## src/rtl/coef_loader_pkg.sv

```systemverilog
package coef_loader_pkg;
  localparam int DEF_WORDS = 25;
  localparam int DEF_WBITS = 25;
  localparam int DEF_IDXW  = 5;

  typedef enum logic {
    MODE_RUN  = 1'b0,
    MODE_PROG = 1'b1
  } mode_e;
endpackage

```

## src/rtl/cl_shifter.sv

```systemverilog
module cl_shifter #(
  parameter int WBITS = 25
) (
  input  logic             clk,
  input  logic             rst_n,
  input  logic             mode_prog,
  input  logic             ser_valid,
  input  logic             ser_bit,
  output logic             word_done,
  output logic [WBITS-1:0] word_out
);
  localparam int BCW  = $clog2(WBITS);
  localparam int LAST = WBITS - 1;

  logic [WBITS-2:0] shreg;
  logic [BCW-1:0]   bit_cnt;

  // A word is complete on the edge that takes its last bit.
  function automatic logic is_last(input logic [BCW-1:0] c);
    return c == BCW'(LAST);
  endfunction

  assign word_done = mode_prog & ser_valid & is_last(bit_cnt);
  assign word_out  = {shreg, ser_bit};

  always_ff @(posedge clk) begin
    if (!rst_n) begin
      shreg   <= '0;
      bit_cnt <= '0;
    end else if (!mode_prog) begin
      shreg   <= '0;
      bit_cnt <= '0;
    end else if (ser_valid) begin
      shreg   <= {shreg[WBITS-3:0], ser_bit};
      bit_cnt <= is_last(bit_cnt) ? '0 : bit_cnt + 1'b1;
    end
  end


  bit_cnt_range_chk: assert property (@(posedge clk) disable iff (!rst_n)
    bit_cnt <= BCW'(LAST));

  partial_drop_chk: assert property (@(posedge clk) disable iff (!rst_n)
    !mode_prog |=> bit_cnt == '0);

  idle_hold_chk: assert property (@(posedge clk) disable iff (!rst_n)
    (mode_prog && !ser_valid) |=> $stable(bit_cnt));
endmodule

```

## src/rtl/cl_addr_dec.sv

```systemverilog
module cl_addr_dec #(
  parameter int IDXW = 5
) (
  input  logic            clk,
  input  logic            rst_n,
  input  logic            mode_prog,
  input  logic            word_done,
  output logic [IDXW-1:0] wr_ptr,
  output logic [(1<<IDXW)-1:0] dec_lines
);
  localparam int DECN = 1 << IDXW;
  localparam logic [IDXW-1:0] PTR_MAX = IDXW'(DECN - 1);

  function automatic logic [DECN-1:0] onehot_of(input logic [IDXW-1:0] p);
    logic [DECN-1:0] v;
    v = '0;
    for (int i = 0; i < DECN; i++) v[i] = (p == IDXW'(i));
    return v;
  endfunction

  assign dec_lines = onehot_of(wr_ptr);

  always_ff @(posedge clk) begin
    if (!rst_n) wr_ptr <= '0;
    else if (!mode_prog) wr_ptr <= '0;
    else if (word_done && wr_ptr != PTR_MAX) wr_ptr <= wr_ptr + 1'b1;
  end


  ptr_step_chk: assert property (@(posedge clk) disable iff (!rst_n)
    (mode_prog && word_done && wr_ptr != PTR_MAX) |=> wr_ptr == $past(wr_ptr) + 1'b1);

  ptr_ceiling_chk: assert property (@(posedge clk) disable iff (!rst_n)
    (mode_prog && wr_ptr == PTR_MAX) |=> wr_ptr == PTR_MAX || !$past(mode_prog) || !mode_prog || wr_ptr == '0);

  dec_onehot_chk: assert property (@(posedge clk) disable iff (!rst_n)
    $onehot(dec_lines));
endmodule

```

## src/rtl/cl_mem_bank.sv

```systemverilog
module cl_mem_bank #(
  parameter int WORDS = 25,
  parameter int WBITS = 25,
  parameter int IDXW  = 5
) (
  input  logic             clk,
  input  logic             rst_n,
  input  logic [WORDS-1:0] wr_lines,
  input  logic [WBITS-1:0] wr_data,
  input  logic [IDXW-1:0]  rd_idx,
  output logic [WBITS-1:0] rd_data
);
  logic [WBITS-1:0] mem [WORDS];

  for (genvar w = 0; w < WORDS; w++) begin : g_word
    always_ff @(posedge clk) begin
      if (!rst_n) mem[w] <= '0;
      else if (wr_lines[w]) mem[w] <= wr_data;
    end
  end

  always_comb begin
    rd_data = '0;
    for (int w = 0; w < WORDS; w++)
      if (rd_idx == IDXW'(w)) rd_data = mem[w];
  end


  wr_onehot_chk: assert property (@(posedge clk) disable iff (!rst_n)
    $onehot0(wr_lines));
endmodule

```

## src/rtl/coef_loader.sv

```systemverilog
module coef_loader
  import coef_loader_pkg::*;
#(
  parameter int WORDS = DEF_WORDS,
  parameter int WBITS = DEF_WBITS,
  parameter int IDXW  = DEF_IDXW,
  localparam int DECN  = 1 << IDXW,
  localparam int TESTN = DECN - WORDS
) (
  input  logic             clk,
  input  logic             rst_n,
  input  logic             prog_en,
  input  logic             ser_valid,
  input  logic             ser_bit,
  input  logic [IDXW-1:0]  rd_idx,
  output logic             mode_prog,
  output logic [WBITS-1:0] rd_word,
  output logic [TESTN-1:0] test_sel
);
  mode_e            mode_q;
  logic             word_done;
  logic [WBITS-1:0] word_data;
  logic [IDXW-1:0]  wr_ptr;
  logic [DECN-1:0]  dec_lines;
  logic [WORDS-1:0] mem_wr;
  logic [TESTN-1:0] test_hit;
  logic [WBITS-1:0] bank_data;

  always_ff @(posedge clk) begin
    if (!rst_n) mode_q <= MODE_RUN;
    else mode_q <= prog_en ? MODE_PROG : MODE_RUN;
  end
  assign mode_prog = (mode_q == MODE_PROG);

  cl_shifter #(.WBITS(WBITS)) u_shift (
    .clk(clk), .rst_n(rst_n), .mode_prog(mode_prog),
    .ser_valid(ser_valid), .ser_bit(ser_bit),
    .word_done(word_done), .word_out(word_data)
  );

  cl_addr_dec #(.IDXW(IDXW)) u_dec (
    .clk(clk), .rst_n(rst_n), .mode_prog(mode_prog),
    .word_done(word_done), .wr_ptr(wr_ptr), .dec_lines(dec_lines)
  );

  // Write strobes exist only on a completed word; in run mode none can fire.
  assign mem_wr   = word_done ? dec_lines[WORDS-1:0]    : '0;
  assign test_hit = word_done ? dec_lines[DECN-1:WORDS] : '0;

  cl_mem_bank #(.WORDS(WORDS), .WBITS(WBITS), .IDXW(IDXW)) u_bank (
    .clk(clk), .rst_n(rst_n), .wr_lines(mem_wr), .wr_data(word_data),
    .rd_idx(rd_idx), .rd_data(bank_data)
  );

  always_ff @(posedge clk) begin
    if (!rst_n) test_sel <= '0;
    else if (|test_hit) test_sel <= test_hit;
  end

  assign rd_word = mode_prog ? '0 : bank_data;


  mode_follow_chk: assert property (@(posedge clk) disable iff (!rst_n)
    1'b1 |=> mode_prog == $past(prog_en));

  run_no_write_chk: assert property (@(posedge clk) disable iff (!rst_n)
    !mode_prog |-> (mem_wr == '0 && test_hit == '0));

  test_onehot_chk: assert property (@(posedge clk) disable iff (!rst_n)
    $onehot0(test_sel));

  test_hold_chk: assert property (@(posedge clk) disable iff (!rst_n)
    !mode_prog |=> $stable(test_sel));

  prog_read_zero_chk: assert property (@(posedge clk) disable iff (!rst_n)
    mode_prog |-> rd_word == '0);
endmodule

```

## config.mk

```make
export PLATFORM = sky130hd
export DESIGN_NAME = coef_loader
export DESIGN_NICKNAME = d
export VERILOG_FILES = /design/src/rtl/coef_loader_pkg.sv /design/src/rtl/cl_shifter.sv /design/src/rtl/cl_addr_dec.sv /design/src/rtl/cl_mem_bank.sv /design/src/rtl/coef_loader.sv
export SDC_FILE = /design/constraint.sdc
export NUM_CORES = 1
export LEC_CHECK = 0
export BUFFER_PORTS_ARGS = -buffer_cell sky130_fd_sc_hd__buf_2
export CAP_MARGIN = 20
export CORE_ASPECT_RATIO = 1.5
export CORE_UTILIZATION = 50
export DETAILED_ROUTE_END_ITERATION = 10
export GPL_TIMING_DRIVEN = 0
export PLACE_DENSITY = 0.66
export SLEW_MARGIN = 20
export SYNTH_ARGS = -nofsm -noshare
export SYNTH_HDL_FRONTEND = slang
export SYNTH_SLANG_ARGS = --single-unit
```

## constraint.sdc

```tcl
create_clock -name clk -period 3.9 [get_ports clk]
set_input_delay 0.585 -clock clk [delete_from_list [all_inputs] [get_ports clk]]
set_output_delay 0.585 -clock clk [all_outputs]
set_load 0.01 [all_outputs]
```

==> summary.txt <==
STA
  – Crit share post-route: 104%
  – RSZ-0062 raised after global routing: no
  – Relative slew margins: between 10% and 20%
  – Final Max Slew Viols: 0
  – Setup ws final: -0.150 ns
  – Final min period: between 4 and 5 ns
  – Final hold violations: 0
  – Max Fclk: between 200 and 250 MHz
  – Worst-Margin Slew: 1.27 ns
  – Final setup viols: 14
  – Clock skew: 0.0293 ns

Global routing
  – Global route overflow: 0
  – Largest net degree at the start of global routing: 20
  – Initial antenna violation count: 13
  – GRT Total Usage: a little over two fifths
  – Global-route wire length before repair: 188000 um
  – Vias in the first global route: about 24000

Placed design
  – Gp weighted congestion: 1.02
  – Post-Place Cell Area: approximately 34000 um^2
  – # port buffers: 40
  – DP HPWL: 97300 um

Final layout
  – Final Net Count: between 2000 and 3000
  – Fill cell count: just over 5000
  – Final instance area: 36300 um^2
  – Synth-to-layout area growth: 14.6%
  – Final design utilization: around three fifths
  – Layout cells sized above 1: between 10% and 20%

CTS
  – Clock Sinks: between 600 and 700
  – Reg clk slew, reported paths: 0.06 ns
  – Max H-tree Level: 3
  – CTS buffer count: 67
  – Maximum buffer depth of the clock tree: 3
  – CTS Hold Bufs: 0
  – CTS tree: done
  – CTS root buf: clkbuf_16
  – Worst skew pair latency: roughly 0.65 ns
  – Post-CTS Setup Bufs: 0

Synth
  – Unique cell type count in the Yosys netlist: between 90 and 100
  – Main synth FF type: edfxtp_1
  – Synth top area cells: edfxtp_1, and2_1, dfxtp_1, a21oi_1, mux2i_1
  – Yosys top cell by area: edfxtp_1
  – Register area share after synthesis: roughly three fifths
  – Synthesized net count: between 2000 and 3000
  – Yosys reg bits: 667
  – Mapped cell area: 31700 um^2
  – EDFF count, synth: between 600 and 700
  – Syn_area_per_cell: approximately 12 um^2
  – FFs w/ async S/R, synth: 0%
  – Cells after synthesis: roughly 2600
  – Synth warnings: 0
  – Synth top area share: 59.3%

Critical path
  – CP endpoint kind: output pin
  – Req. time, crit path: 3.31 ns
  – Max FO, Critical Path: 10
  – WS Path Type: in -> out
  – Critical Path AT: 3.47 ns
  – CP Launch Type: primary input

Routing
  – Drt drc: 0
  – Drt pass-1 iters: 8
  – Overall routed net length: around 140000 um
  – DR vias/cell: a little under 7
  – Via count: approximately 25000
  – Detailed Route Iter0 Violations: approximately 3800
  – Antenna-violating nets left: 0
  – DR WL/cell: ~38 um

Floorplanning
  – Top Ports: 43
  – Die area: about 64000 um^2
  – Row cnt: between 100 and 150
  – Die Width: roughly 210 um
  – Initial Utilization: between 50% and 60%
  – Die Span Y: between 300 and 400 um
  – Core area: just over 60000 um^2

Power and ir drop
  – Total power: 0.0164 W
  – Pleak: approximately 13 nW
  – Power per cell area: ~450 nW/um^2
  – Peak supply drop: between 200 and 300 uV

Hold path
  – Hold crit path type: in -> reg

Status
  – Outcome: finished, violations left
  – Failing checks: setup timing

Flow run
  – Maxcap violations: 0
sequential cells by signal, summed over array words and instances, names as in the netlist:
| name | flops |
|---|---|
| u_shift.bit_cnt | 5 |
| mode_prog | 1 |
| u_dec.wr_ptr | 5 |
| test_sel | 7 |
| u_bank.mem | 625 |
| u_shift.shreg | 24 |
worst max-delay path, cell delays in order:
cell	delay, ns
buf_2	0.20
buf_6	0.18
buf_6	0.17
buf_2	0.42
buf_2	0.57
nor2_1	0.11
a211oi_1	0.55
nor3_2	0.18
o21ai_0	0.29
buf_2	0.19
Yosys cell counts (6+ instances only):
| library cell | count |
|---|---|
| a2111oi_0 | 7 |
| a211oi_1 | 15 |
| a21o_1 | 8 |
| a21oi_1 | 119 |
| a221oi_1 | 9 |
| a22o_1 | 8 |
| a22oi_1 | 64 |
| a2bb2oi_1 | 8 |
| a31oi_1 | 15 |
| a32oi_1 | 18 |
| and2_1 | 635 |
| and3_1 | 15 |
| buf_2 | 78 |
| buf_4 | 22 |
| buf_6 | 11 |
| clkbuf_1 | 108 |
| dfxtp_1 | 42 |
| edfxtp_1 | 625 |
| ha_1 | 8 |
| inv_1 | 13 |
| mux2_2 | 11 |
| mux2i_1 | 59 |
| mux4_2 | 14 |
| nand2_1 | 113 |
| nand2b_1 | 20 |
| nand3_1 | 24 |
| nand3b_1 | 7 |
| nand4_1 | 13 |
| nor2_1 | 122 |
| nor2_2 | 19 |
| nor2b_1 | 18 |
| nor3_1 | 22 |
| o2111ai_1 | 6 |
| o211ai_1 | 26 |
| o21ai_0 | 114 |
| o221ai_1 | 19 |
| o22ai_1 | 24 |
| o2bb2ai_1 | 9 |
| o31ai_1 | 9 |
| or3_1 | 9 |
stage by stage:
stage / setup WS, ns / hold slack, ns / setup TNS (ns) / cells
6_report: -0.150 / 0.178 / -0.750 / 3591
2_1_floorplan: 0.253 / 0.479 / 0 / 2598
4_1_cts: 0.00665 / 0.171 / 0 / 3587
3_5_place_dp: -0.590 / 0.511 / -4.98 / 3464
3_3_place_gp: -2.67 / 0.495 / -1225.89 / 3436
5_1_grt: 0.00162 / 0.191 / 0 / 3587
cell usage in the layout, fill, tap and decap left out, types with 14 or more instances in the layout:
cell       count
a22oi_1       64
and2_1       635
nor2b_1       17
edfxtp_1     625
nand2_1      110
a32oi_1       18
nor2_1       118
clkbuf_16     73
buf_16        24
mux2i_1       59
nand2b_1      20
buf_4         31
o22ai_1       24
clkinv_2      15
clkbuf_1     110
and3_1        15
o21ai_4       24
o211ai_1      26
a21oi_1      116
o221ai_1      18
dfxtp_1       42
clkbuf_2      15
buf_2        105
nor2_2        23
nand3_1       24
mux4_2        14
o21ai_0       89
nor3_1        21
a211oi_1      15
cell families after synthesis:
logic type	synth area share (%)
and+or+nand+nor	19.6
DFF	61.9
AOI/OAI and AO/OA	11.1
buffers and inverters	3.69
muxes	3.25
adders and majority gates	0.316
xor gates and xnor gates	0.194
final cells by class:
class | count | area [um^2] | area share, %
sequential | 667 | 19600 | 54.0
multi-input combinational | 1690 | 11300 | 31.1
clock buffer | 92 | 1940 | 5.34
buffer | 225 | 1180 | 3.25
tap | 798 | 998 | 2.75
timing repair buffer | 68 | 921 | 2.54
clock inverter | 31 | 280 | 0.772
inverter | 16 | 60.1 | 0.165
antenna | 4 | 10.0 | 0.0276
what timing repair did:
item                                    4_1_cts  5_1_grt
resized for setup                            31       25
pin swaps                                     0        0
endpoints found under the setup margin       22       17
routing by layer:
metal	up-vias	track usage [%]	wire, um
li1	9767	-	-
met1	12000	48.1	44400
met2	2154	67.0	61400
met3	705	13.3	17500
met4	14	37.1	14200
met5	-	0	92
worst paths after layout:
kind,from,end,slack [ns],cells past startpoint
min reg2reg,test_sel[6],test_sel[6],0.53,2
min,prog_en,mode_prog,0.18,2
max,rd_idx[2],rd_word[6],-0.15,10
max reg2reg,mode_prog,u_bank.mem[1][47],0.34,6
power by group:
| part | internal, W | total [W] | switching [W] | leakage (nW) |
|---|---|---|---|---|
| Sequential | 0.00813 | 0.00825 | 0.000123 | 6.27 |
| Combinational | 0.000394 | 0.00137 | 0.000981 | 5.34 |
| Clock | 0.00382 | 0.00677 | 0.00294 | 1.10 |
(Power assumes the default switching activity.)
